--- config.mk ---
export PLATFORM = sky130hd
export DESIGN_NAME = hp_slot_seq
export DESIGN_NICKNAME = d
export VERILOG_FILES = /design/src/rtl/slot_seq_pkg.sv /design/src/rtl/slot_pres_filter.sv /design/src/rtl/slot_cycle_timer.sv /design/src/rtl/slot_seq_fsm.sv /design/src/rtl/hp_slot_seq.sv
export SDC_FILE = /design/constraint.sdc
export NUM_CORES = 1
export LEC_CHECK = 0
export CORE_ASPECT_RATIO = 0.7
export CORE_MARGIN = 4
export CORE_UTILIZATION = 25
export CTS_BUF_LIST = sky130_fd_sc_hd__clkbuf_2
export CTS_CLUSTER_DIAMETER = 120
export DETAILED_ROUTE_END_ITERATION = 16
export GPL_TIMING_DRIVEN = 0
export PLACE_DENSITY_LB_ADDON = 0.1
export SLEW_MARGIN = 20
export SYNTH_ARGS = -nofsm -noshare
export SYNTH_HDL_FRONTEND = slang
export SYNTH_SLANG_ARGS = --single-unit
export TNS_END_PERCENT = 5
--- constraint.sdc ---
create_clock -name clk_i -period 2.28 [get_ports clk_i]
set_clock_uncertainty 0.2 [all_clocks]
set_input_delay 0.342 -clock clk_i [delete_from_list [all_inputs] [get_ports clk_i]]
set_output_delay 0.342 -clock clk_i [all_outputs]
set_load 0.02 [all_outputs]
--- src/rtl/slot_seq_pkg.sv ---
package slot_seq_pkg;
  typedef enum logic [2:0] {
    ST_EMPTY      = 3'd0,
    ST_DEBOUNCE   = 3'd1,
    ST_WAIT_PWR   = 3'd2,
    ST_WAIT_CLK   = 3'd3,
    ST_RESET_HOLD = 3'd4,
    ST_TRAINING   = 3'd5,
    ST_UP         = 3'd6,
    ST_FAULT      = 3'd7
  } slot_st_e;
endpackage

--- src/rtl/slot_pres_filter.sv ---
module slot_pres_filter #(
  parameter int DEB_CYC = 64
) (
  input  logic clk_i,
  input  logic rst_ni,
  input  logic raw_i,
  output logic sync_o,
  output logic flt_o
);
  localparam int CW = $clog2(DEB_CYC + 1);
  localparam logic [CW-1:0] LAST = CW'(DEB_CYC - 1);

  logic [1:0]    sync_q;
  logic [CW-1:0] cnt_q;
  logic          flt_q;

  always_ff @(posedge clk_i or negedge rst_ni) begin
    if (!rst_ni) begin
      sync_q <= '0;
      cnt_q  <= '0;
      flt_q  <= 1'b0;
    end else begin
      sync_q <= {sync_q[0], raw_i};
      if (sync_q[1] == flt_q) begin
        cnt_q <= '0;
      end else if (cnt_q == LAST) begin
        cnt_q <= '0;
        flt_q <= sync_q[1];
      end else begin
        cnt_q <= cnt_q + 1'b1;
      end
    end
  end

  assign sync_o = sync_q[1];
  assign flt_o  = flt_q;
endmodule

--- src/rtl/slot_cycle_timer.sv ---
module slot_cycle_timer #(
  parameter int CNT_W = 12
) (
  input  logic             clk_i,
  input  logic             rst_ni,
  input  logic             clr_i,
  output logic [CNT_W-1:0] cnt_o
);
  logic [CNT_W-1:0] cnt_q;

  always_ff @(posedge clk_i or negedge rst_ni) begin
    if (!rst_ni)              cnt_q <= '0;
    else if (clr_i)           cnt_q <= '0;
    else if (cnt_q != '1)     cnt_q <= cnt_q + 1'b1;
  end

  assign cnt_o = cnt_q;
endmodule

--- src/rtl/slot_seq_fsm.sv ---
module slot_seq_fsm
  import slot_seq_pkg::*;
#(
  parameter int RST_HOLD_CYC = 1000,
  parameter int TRAIN_CYC    = 5000,
  parameter int CNT_W        = 13
) (
  input  logic             clk_i,
  input  logic             rst_ni,
  input  logic             pres_raw_i,
  input  logic             pres_flt_i,
  input  logic             pwr_good_i,
  input  logic             refclk_ok_i,
  input  logic             link_up_i,
  input  logic [CNT_W-1:0] tmr_cnt_i,
  output logic             tmr_clr_o,
  output slot_st_e         state_o,
  output logic             ep_rst_no,
  output logic             seq_err_o
);
  localparam logic [CNT_W-1:0] HOLD_LAST  = CNT_W'(RST_HOLD_CYC - 1);
  localparam logic [CNT_W-1:0] TRAIN_LAST = CNT_W'(TRAIN_CYC - 1);

  slot_st_e st_q, st_d;
  logic     rst_n_q, err_q, err_d;

  always_comb begin
    st_d = st_q;
    unique case (st_q)
      ST_EMPTY:      if (pres_raw_i) st_d = ST_DEBOUNCE;
      ST_DEBOUNCE:   if (pres_flt_i) st_d = ST_WAIT_PWR;
                     else if (!pres_raw_i) st_d = ST_EMPTY;
      ST_WAIT_PWR:   if (pwr_good_i) st_d = ST_WAIT_CLK;
      ST_WAIT_CLK:   if (!pwr_good_i) st_d = ST_WAIT_PWR;
                     else if (refclk_ok_i) st_d = ST_RESET_HOLD;
      ST_RESET_HOLD: if (!pwr_good_i) st_d = ST_WAIT_PWR;
                     else if (!refclk_ok_i) st_d = ST_WAIT_CLK;
                     else if (tmr_cnt_i == HOLD_LAST) st_d = ST_TRAINING;
      ST_TRAINING:   if (!pwr_good_i || !refclk_ok_i) st_d = ST_FAULT;
                     else if (link_up_i) st_d = ST_UP;
                     else if (tmr_cnt_i == TRAIN_LAST) st_d = ST_FAULT;
      ST_UP:         if (!pwr_good_i || !refclk_ok_i || !link_up_i) st_d = ST_FAULT;
      ST_FAULT:      if (tmr_cnt_i == HOLD_LAST) st_d = ST_WAIT_PWR;
      default:       st_d = ST_EMPTY;
    endcase
    // filtered removal overrides everything past debounce
    if (!pres_flt_i && st_q != ST_EMPTY && st_q != ST_DEBOUNCE) st_d = ST_EMPTY;
  end

  always_comb begin
    err_d = err_q;
    if (st_d == ST_FAULT)                        err_d = 1'b1;
    else if (st_d == ST_UP || st_d == ST_EMPTY)  err_d = 1'b0;
  end

  always_ff @(posedge clk_i or negedge rst_ni) begin
    if (!rst_ni) begin
      st_q    <= ST_EMPTY;
      rst_n_q <= 1'b0;
      err_q   <= 1'b0;
    end else begin
      st_q    <= st_d;
      rst_n_q <= (st_d == ST_TRAINING) || (st_d == ST_UP);
      err_q   <= err_d;
    end
  end

  assign tmr_clr_o = (st_d != st_q);
  assign state_o   = st_q;
  assign ep_rst_no = rst_n_q;
  assign seq_err_o = err_q;
endmodule

--- src/rtl/hp_slot_seq.sv ---
module hp_slot_seq
  import slot_seq_pkg::*;
#(
  parameter int DEB_CYC      = 64,
  parameter int RST_HOLD_CYC = 1000,
  parameter int TRAIN_CYC    = 5000
) (
  input  logic       clk_i,
  input  logic       rst_ni,
  input  logic       present_raw_i,
  input  logic       pwr_good_i,
  input  logic       refclk_ok_i,
  input  logic       link_up_i,
  output logic       ep_rst_no,
  output logic [2:0] slot_state_o,
  output logic       seq_err_o
);
  localparam int MAX_WIN = (RST_HOLD_CYC > TRAIN_CYC) ? RST_HOLD_CYC : TRAIN_CYC;
  localparam int CNT_W   = $clog2(MAX_WIN + 1);

  logic             pres_sync, pres_flt, tmr_clr;
  logic [CNT_W-1:0] tmr_cnt;
  slot_st_e         state;

  slot_pres_filter #(.DEB_CYC(DEB_CYC)) u_filt (
    .clk_i  (clk_i),
    .rst_ni (rst_ni),
    .raw_i  (present_raw_i),
    .sync_o (pres_sync),
    .flt_o  (pres_flt)
  );

  slot_cycle_timer #(.CNT_W(CNT_W)) u_tmr (
    .clk_i  (clk_i),
    .rst_ni (rst_ni),
    .clr_i  (tmr_clr),
    .cnt_o  (tmr_cnt)
  );

  slot_seq_fsm #(
    .RST_HOLD_CYC (RST_HOLD_CYC),
    .TRAIN_CYC    (TRAIN_CYC),
    .CNT_W        (CNT_W)
  ) u_fsm (
    .clk_i       (clk_i),
    .rst_ni      (rst_ni),
    .pres_raw_i  (pres_sync),
    .pres_flt_i  (pres_flt),
    .pwr_good_i  (pwr_good_i),
    .refclk_ok_i (refclk_ok_i),
    .link_up_i   (link_up_i),
    .tmr_cnt_i   (tmr_cnt),
    .tmr_clr_o   (tmr_clr),
    .state_o     (state),
    .ep_rst_no   (ep_rst_no),
    .seq_err_o   (seq_err_o)
  );

  assign slot_state_o = state;
endmodule

==> run metrics, run 1 <==
CP Class=flop to flop; clock net sink count=28; RSZ-0062 raised after global routing=yes; post-synthesis xor/xnor area fraction=0.05807; layout cell share with drive strength beyond 1=0.2587; Die Area=8024 um^2; Synth Instances=175; Multi-input gate area=1056 um^2; total CTS buffers=3; gpl congestion=0.8388; final antenna-violating net count=0; worst slew pin tran=656.4 ps; # IOs=11; net count reported at finish=210; Final Util=0.3491; period utilization=1.025; PnR worst setup slack=-57.86 ps; power share of the sequential group=0.513; sequential-to-total area share from yosys stat=0.4223; pin count of the biggest net entering global routing=29; simple-gate share of the synthesized area=0.3024; max layer used=met4; Critical Path Fanout Max=6; # setup viols final=14; Clock Tree Root=clkbuf_2; P_int=0.7607 mW; FP Rows=24; worst skew pair latency=390 ps; critical path's top delay family=simple AND/OR/NAND/NOR gates; Vias per Instance=5.151; PwrDens=473.8 nW/um^2; post-synthesis mux area share=0.02489; Port Buffers=10; 1st-pass router iterations=4; commonest cells in the synthesized netlist=dfrtp_1 (28), nand2_1 (17), nor2_1 (15); gr usage total=0.1152; Die Y-Extent=76.16 um; antenna violations before repair=0; Post-synth EDFFs=0; Switching Share=0.2742; drt drc=0; first-pass GRT wire length=7.527 mm; Main synth FF type=dfrtp_1; met1 WL=2.285 mm; FMAX=427.7 MHz; vias in the first global route=1425; Comb pwr share=0.185; Non-Filler Instances=292; Initial Util=0.2618; CP required=2380 ps; Fillers=624; Final Hold Viols=0; antenna diode count=0; Synth Warn #=0; final wirelength=4.554 mm; Area Growth Syn to Fin=33.33%; post-DR wirelength/cell=15.60 um; Tmin final=2338 ps; Max clock buf depth=2; #FFs+latches synth=28; synthesized area=1659 um^2; Post-synth ARST share=1.000; final setup TNS=-498.8 ps; Synth area leaders=dfrtp_1 (42%), nor4_1 (4.9%), nand2_1 (3.8%), nor2_1 (3.4%), xor2_1 (3.2%); Peak VDD IR=0.0002379 V; core area=6336 um^2; Die W=105.4 um; 1st-iter DRT viols=81; Avg Synthesized Cell Area=9.481 um^2; slew margin rel.=0.5624; metal3 WL=255 um; Startpoint Class=flop; H-tree levels=1; top-count cell post-synth=dfrtp_1; HP Class=input pin to flop; Reg area=704.4 um^2; Post-Synth Adder-Cell Area=0.01508; Netlist cell types=49; Clock transition at path regs=280 ps; grt ovf=0; critical path cell sequence=ha_4, nand4_1, nor4_4, buf_4, o211ai_4, o211ai_1, buf_4, buf_8, nor4_4; Vias=1504; Placed Cells=276; Hold WS=151.3 ps; compound-cell area share of the yosys netlist=0.1403; detailed placement HPWL=3.013 mm; status=finished, violations left; Bufs and invs on worst path=3; fin. max-slew vios=0; Psw=0.2874 mW; Post-Syn Nets=183; Leak=0.8629 nW; main combinational cell family by area after synthesis=simple AND/OR/NAND/NOR gates; Max-cap violations=0; CTS tree=built; met2 WL=1.990 mm; dominant cell type by area after synthesis=dfrtp_1; crit-path max cell delay=480 ps; Data arrival, critical path=2440 ps; Crit. End Element=flop; failing checks=setup timing; Place WS=-527.8 ps; Worst path slowest cell=dfrtp_1; Clock power frac=0.302; post-synth top area share=0.4223
final cells by class:
class / instances / share of cell area
Timing Repair Buffer: 23 / 0.09163
Tap cell: 91 / 0.05147
Clock inverter: 1 / 0.01357
Clock buffer: 3 / 0.006787
Sequential cell: 28 / 0.3184
Buffer: 8 / 0.03394
Inverter: 4 / 0.006787
Multi-Input combinational cell: 134 / 0.4774
through the flow:
step / instance area, um^2 / power, mW
3_5_place_dp: 1883 / 0.6616
6_report: 2212 / 1.048
5_1_grt: 2212 / 1.109
4_1_cts: 2157 / 1.044
3_3_place_gp: 1888 / 0.6624
2_1_floorplan: 1674 / 0.6134
power groups by stage:
stage / Combinational, mW / Clock, mW / Sequential, mW
2_1_floorplan: 0.0742 / 0 / 0.539
3_3_place_gp: 0.122 / 0 / 0.540
3_5_place_dp: 0.121 / 0 / 0.540
4_1_cts: 0.177 / 0.333 / 0.534
5_1_grt: 0.212 / 0.355 / 0.542
6_report: 0.193 / 0.317 / 0.538
registers in the layout, indices dropped and copies added (netlist names):
| register | count |
|---|---|
| u_tmr.cnt_o | 13 |
| u_filt.cnt_q | 7 |
| u_fsm.state_o | 3 |
| u_filt.sync_q | 2 |
| u_filt.flt_o | 1 |
| u_fsm.ep_rst_no | 1 |
| u_fsm.seq_err_o | 1 |
cell families after synthesis:
kind of cell,after synthesis
fa+ha+maj,2
mux,4
xor+xnor,11
compound gates,30
simple gates,87
buf+inv,13
flops,28
what timing repair did:
| item | CTS | global route |
|---|---|---|
| endpoints found under the hold margin | 28 | 0 |
| setup endpoints to repair | 16 | 17 |
| gates resized for setup | 26 | 10 |
| setup buffers | 10 | 1 |
| pin swaps | 16 | 6 |
| gates cloned | 1 | 0 |
| hold buffers | 1 | 0 |
metal layers:
| layer | GRT usage | up-vias |
|---|---|---|
| met5 | 0 | - |
| met4 | 0.02490 | 0 |
| met3 | 0.02794 | 2 |
| met2 | 0.1711 | 41 |
| met1 | 0.1681 | 742 |
| li1 | - | 719 |
layout by cell type (no fill, tap or decap), types with 2 or more instances in the layout:
| cell type | count |
|---|---|
| clkbuf_2 | 3 |
| dfrtp_1 | 25 |
| and4_1 | 3 |
| clkdlybuf4s50_1 | 9 |
| xnor2_1 | 5 |
| or4_4 | 2 |
| xor2_1 | 6 |
| nand2_1 | 17 |
| or3_1 | 2 |
| and3_1 | 5 |
| nand4_1 | 7 |
| a221oi_1 | 2 |
| mux2i_1 | 3 |
| a21oi_1 | 4 |
| nor4_1 | 4 |
| o21ai_0 | 7 |
| buf_2 | 4 |
| and2_1 | 3 |
| buf_4 | 10 |
| nor4_2 | 6 |
| buf_6 | 3 |
| nand3_1 | 8 |
| nor2_1 | 15 |
| nor4_4 | 4 |
| buf_8 | 3 |
| inv_1 | 4 |
| o2111ai_1 | 2 |
| and4b_1 | 2 |
| dfrtp_2 | 3 |
path summary, 6_finish.rpt:
kind,from,endpoint,slack [ps],cells past startpoint
worst max-delay path,u_tmr.cnt_o[1],u_tmr.cnt_o[2],-60,9
worst min-delay path,present_raw_i,u_filt.sync_q[0],150,1
worst max register to register,u_tmr.cnt_o[1],u_tmr.cnt_o[2],-60,9
worst min register to register,u_filt.sync_q[0],u_filt.sync_q[1],190,0
max in group asynchronous,rst_ni,u_fsm.state_o[1],1190,2
min in group asynchronous,rst_ni,u_filt.cnt_q[4],250,2
Note: power is estimated with default switching activity, not from simulation.
==> run 2: changes to the inputs <==
--- a/constraint.sdc
+++ b/constraint.sdc
@@ -3,3 +3,3 @@
 set_input_delay 0.342 -clock clk_i [delete_from_list [all_inputs] [get_ports clk_i]]
 set_output_delay 0.342 -clock clk_i [all_outputs]
-set_load 0.02 [all_outputs]
+set_load 0.005 [all_outputs]
==> run 2 against run 1 <==
The run still ends with setup timing left. Routed wire length fell by 0.81%. Utilization decreased by 0.49 points. Critical path depth is 2 lower. Global-route usage decreased by 0.46 points. Critical endpoint unchanged. Critical path type unchanged.
==> run metrics, run 2 (synthesized netlist as in run 1, its figures left out) <==
Tmin final=2312 ps (-25.85 ps); FP Rows=24 (unchanged); CP Class=flop to flop; # IOs=11 (unchanged); PwrDens=410.2 nW/um^2 (-13%); Reg2Reg Setup Slack=-30 ps (+30 ps); Final Util=0.3442 (-0.004937); crit path to=u_tmr.cnt_o[2]; antenna diode count=0 (unchanged); Multi-input gate area=1037 um^2 (-1.8%); commonest cells after routing, fill and taps aside=dfrtp_1 (25), nand2_1 (17), buf_4 (15); Port Buffers=10 (unchanged); Worst path most repeated cell=nor4_4; Initial Util=0.2618 (unchanged); first-pass GRT wire length=7.403 mm (-1.6%); Worst path slowest cell=or4_4; Die Y-Extent=76.16 um (unchanged); 1st-pass router iterations=4 (unchanged); layout cell share with drive strength beyond 1=0.2857 (+0.02701); Switching Share=0.2967 (+0.02251); detailed placement HPWL=2.934 mm (-2.6%); RSZ-0062 raised after global routing=yes; Worst Setup SP=u_tmr.cnt_o[3]; power share of the sequential group=0.605 (+0.092); fin. max-slew vios=0 (unchanged); worst slew pin tran=653.8 ps (-2.675 ps); core area=6336 um^2 (unchanged); Final Hold Viols=0 (unchanged); final wirelength=4.517 mm (-0.81%); Clock transition at path regs=260 ps (-20 ps); Data arrival, critical path=2400 ps (-40 ps); pin count of the biggest net entering global routing=29 (unchanged); FF-to-FF path depth=7 (-2); post-DR wirelength/cell=15.36 um (-1.5%); gr usage total=0.1106 (-0.004606); antenna violations before repair=0 (unchanged); Critical Path Fanout Max=5 (-1); clock net sink count=28 (unchanged); Fillers=629 (+0.80%); Placed Cells=276 (unchanged); total CTS buffers=3 (unchanged); worst skew pair latency=380 ps (about the same); FMAX=432.5 MHz (+1.1%); Clock Tree Root=clkbuf_2; Die Area=8024 um^2 (unchanged); max layer used=met4; H-tree levels=1 (unchanged); r2r endpoint=u_tmr.cnt_o[2]; grt ovf=0 (unchanged); vias in the first global route=1506 (+5.7%); critical path's top delay family=simple AND/OR/NAND/NOR gates; Levels on crit path=7 (-2); P_int=0.6292 mW (-17%); final setup TNS=-165.5 ps (+333.3 ps); final antenna-violating net count=0 (unchanged); drt drc=0 (unchanged); Psw=0.2655 mW (-7.6%); crit-path max cell delay=600 ps (+120 ps); met1 WL=2.148 mm (-6.0%); period utilization=1.014 (-0.01134); Clock power frac=0.219 (-0.083); Bufs and invs on worst path=2 (-1); # setup viols final=6 (-8); Non-Filler Instances=294 (+0.68%); Crit. End Element=flop; PnR worst setup slack=-32.01 ps (+25.85 ps); Place WS=-510.2 ps (+17.66 ps); Max-cap violations=0 (unchanged); Reg area=704.4 um^2 (unchanged); met2 WL=2.132 mm (+7.1%); HP Class=input pin to flop; Comb pwr share=0.176 (-0.009); gpl congestion=0.8508 (+1.4%); Area Growth Syn to Fin=31.45%; Max clock buf depth=2 (unchanged); metal3 WL=193 um (-24%); critical path cell sequence=or4_4, nor4_4, o211ai_2, o211ai_1, buf_4, buf_6, nor4_4; Peak VDD IR=0.0001610 V (-32%); Worst R2R Start=u_tmr.cnt_o[3]; Startpoint Class=flop; Vias=1514 (+0.66%); 1st-iter DRT viols=72 (-11%); slew margin rel.=0.5642 (+0.001784); status=finished, violations left; Leak=0.8599 nW (-0.35%); CP required=2370 ps (about the same); max FFs per register=13 (unchanged); failing checks=setup timing; most common cell after layout, fill and taps aside=dfrtp_1; Vias per Instance=5.150 (about the same); Die W=105.4 um (unchanged); net count reported at finish=212 (+0.95%); CTS tree=built
## run 2: cell types whose count changed in the layout (fill, tap and decap cells not counted), sizes merged
cell / delta
clkbuf: +2
clkinv: +1
bufinv: -1
## run 2: timing repair
action                                 4_1_cts  5_1_grt
cloned                                       1        0
hold buffers                                 1        0
resized for setup                           19       21
setup endpoints to repair                   16       15
endpoints found under the hold margin       28        0
setup buffers                               11        3
pin swaps                                   10        5
## run 2: routing by layer
layer  track usage  up-vias
met5             0        -
met4       0.02490        0
met3       0.03048        4
met2        0.1673       26
met1        0.1564      762
li1              -      722
## run 2: worst register-to-register path: cells and delay by family, from the launching register on
family	cells	cell delay, ps
buffers and inverters	2	310
and+or+nand+nor	3	890
DFF	1	460
AOI/OAI and AO/OA	2	380
## run 2: worst min-delay path by stage
stage,start,endpoint,slack [ps],cells after the start
finish,present_raw_i,u_filt.sync_q[0],180,1
global placement,u_filt.sync_q[0],u_filt.sync_q[1],150,0
floorplan,rst_ni,u_filt.cnt_q[0],-150,0
global route,present_raw_i,u_filt.sync_q[0],140,1
detailed placement,u_filt.sync_q[0],u_filt.sync_q[1],140,0
CTS,present_raw_i,u_filt.sync_q[0],150,1
## run 2: area by class of cell
| cell class | count | share of cell area |
|---|---|---|
| multi-input cells | 134 | 0.4756 |
| flip-flops and latches | 28 | 0.3230 |
| repair buffers | 26 | 0.1073 |
| well taps | 91 | 0.05221 |
| plain buffers | 7 | 0.02639 |
| clock buffers | 3 | 0.006885 |
| inverters | 4 | 0.006885 |
| clock inverters | 1 | 0.001721 |
## run 2: stage by stage
stage / total power [mW] / cell area (um^2) / hold WS (ps)
after floorplan: 0.6104 / 1660 / -153.6
after global placement: 0.6575 / 1874 / 149.9
after detailed placement: 0.6596 / 1869 / 136.3
after CTS: 0.8851 / 2071 / 146.1
after global routing: 0.9405 / 2181 / 144.3
final: 0.8947 / 2181 / 180.7
## run 2: power by group through the flow
stage          combinational (mW)  sequential [mW]  clock [mW]
3_3_place_gp                0.117            0.541           0
2_1_floorplan              0.0734            0.537           0
5_1_grt                     0.172            0.545       0.223
4_1_cts                     0.141            0.536       0.208
6_report                    0.157            0.541       0.196
3_5_place_dp                0.118            0.541           0
==> run 3: changes to the inputs <==
Settings changed: CTS_CLUSTER_DIAMETER 120 to 60, TNS_END_PERCENT 5 to default.
==> run 3 against run 2 <==
The flow still finishes with violations (setup timing). Worst setup slack got worse by 5.4 ps. Non-clock buffer count rose by 3. Die area did not move. Register-to-register slack barely moved. Global-route usage barely moved. First-iteration DRC count fell by 14%. Cell count rose by 1.0%. Worst hold slack got worse by 1.7 ps. Sequential power barely moved. Critical path type unchanged. Critical endpoint unchanged. Largest power group unchanged.
==> run metrics, run 3 (synthesized netlist as in run 1, its figures left out) <==
Die Y-Extent=76.16 um (unchanged); Hold WS=179.0 ps (-1.743 ps); failing checks=setup timing; CP Class=flop to flop; CTS tree=built; CP required=2370 ps (about the same); Die W=105.4 um (unchanged); Crit. End Element=flop; final antenna-violating net count=0 (unchanged); Worst path slowest cell=or4_4; period utilization=1.016 (+0.002362); RSZ-0062 raised after global routing=yes; first-pass GRT wire length=7.410 mm (about the same); pin count of the biggest net entering global routing=29 (unchanged); worst skew pair latency=390 ps (about the same); commonest cells after routing, fill and taps aside=dfrtp_1 (25), buf_4 (18), nand2_1 (16); Bufs and invs on worst path=2 (unchanged); layout cell share with drive strength beyond 1=0.3058 (+0.02011); # IOs=11 (unchanged); Vias per Instance=5.212 (+1.2%); fin. max-slew vios=0 (unchanged); Max clock buf depth=2 (unchanged); total CTS buffers=3 (unchanged); 1st-iter DRT viols=62 (-14%); Initial Util=0.2618 (unchanged); FP Rows=24 (unchanged); Vias=1548 (+2.2%); detailed placement HPWL=2.934 mm (unchanged); core area=6336 um^2 (unchanged); HP Class=input pin to flop; Area Growth Syn to Fin=34.39%; Final Util=0.3519 (+0.007702); max FFs per register=13 (unchanged); most common cell after layout, fill and taps aside=dfrtp_1; PwrDens=406.3 nW/um^2 (-0.96%); PnR worst setup slack=-37.40 ps (-5.385 ps); Total Power=0.9060 mW (+1.3%); antenna diode count=0 (unchanged); slew margin rel.=0.5579 (-0.006236); antenna violations before repair=0 (unchanged); gpl congestion=0.8508 (unchanged); Max-cap violations=0 (unchanged); critical path cell sequence=or4_4, nor4_4, o211ai_2, o211ai_1, buf_4, buf_8, nor4_4; FMAX=431.5 MHz (-0.23%); post-DR wirelength/cell=15.55 um (+1.2%); final wirelength=4.617 mm (+2.2%); status=finished, violations left; # setup viols final=6 (unchanged); worst slew pin tran=663.1 ps (+9.354 ps); Clock Tree Root=clkbuf_2; Port Buffers=10 (unchanged); net count reported at finish=215 (+1.4%); clock net sink count=28 (unchanged); Leak=0.8764 nW (+1.9%); Startpoint Class=flop; crit-path max cell delay=570 ps (-30 ps); 1st-pass router iterations=4 (unchanged); critical path's top delay family=simple AND/OR/NAND/NOR gates; drt drc=0 (unchanged); Worst path most repeated cell=nor4_4; Critical Path Fanout Max=5 (unchanged); Data arrival, critical path=2410 ps (about the same); Clock transition at path regs=310 ps (+50 ps); Final Hold Viols=0 (unchanged); H-tree levels=1 (unchanged); Tmin final=2317 ps (+5.385 ps); vias in the first global route=1508 (+0.13%); Die Area=8024 um^2 (unchanged); Peak VDD IR=0.0001648 V (+2.4%); gr usage total=0.1108 (+0.0001787); grt ovf=0 (unchanged); final setup TNS=-204.4 ps (-38.96 ps)
run 3: routing by layer:
metal | share of wire | GRT usage | up-vias | wire, um
met5 | 0 | 0 | - | 0
met4 | 0.010 | 0.02490 | 0 | 48
met3 | 0.041 | 0.03048 | 4 | 190
met2 | 0.47 | 0.1673 | 31 | 2158
met1 | 0.48 | 0.1569 | 780 | 2220
li1 | - | - | 733 | -
run 3: final timing paths:
kind / from / to / slack, ps / cells past startpoint
setup / recovery: u_tmr.cnt_o[4] / u_tmr.cnt_o[2] / -40 / 7
hold / removal: present_raw_i / u_filt.sync_q[0] / 180 / 1
setup reg to reg: u_tmr.cnt_o[4] / u_tmr.cnt_o[2] / -40 / 7
hold reg to reg: u_filt.sync_q[0] / u_filt.sync_q[1] / 190 / 0
max in group asynchronous: rst_ni / u_tmr.cnt_o[8] / 1180 / 2
min in group asynchronous: rst_ni / u_fsm.ep_rst_no / 240 / 2
run 3: stage by stage:
step,cell area [um^2],setup slack [ps],instances
after floorplan,1660,6.777,175
after detailed placement,1869,-510.2,276
after global placement,1874,-488.9,276
final,2230,-37.40,297
after CTS,2078,-43.15,292
after global routing,2230,-119.7,297
run 3: cell type report:
cell class,instances,area (um^2)
well taps,91,113.9
repair buffers,29,252.7
plain buffers,7,70.07
clock inverters,1,3.754
inverters,4,15.01
clock buffers,3,15.01
flip-flops and latches,28,704.4
fillers,629,4106
multi-input cells,134,1055
run 3: report_power, final:
group          leakage (nW)  switching (mW)  internal [mW]
logic                 0.487          0.0868         0.0789
clock network        0.0140           0.162         0.0381
registers             0.375          0.0241          0.516
total                 0.876           0.273          0.633
run 3: what timing repair did:
action / in CTS / in global routing
setup buffers: 12 / 6
gates cloned: 1 / 0
resized for setup: 19 / 26
endpoints found under the hold margin: 28 / 0
endpoints found under the setup margin: 16 / 15
pin swaps: 11 / 8
hold buffers: 1 / 0
run 3: worst reg2reg max path, cell delays in order, from the launching register on:
cell and delay, ps:
dfrtp_1 460, or4_4 570, nor4_4 240, o211ai_2 130, o211ai_1 250, buf_4 180, buf_8 130, nor4_4 50
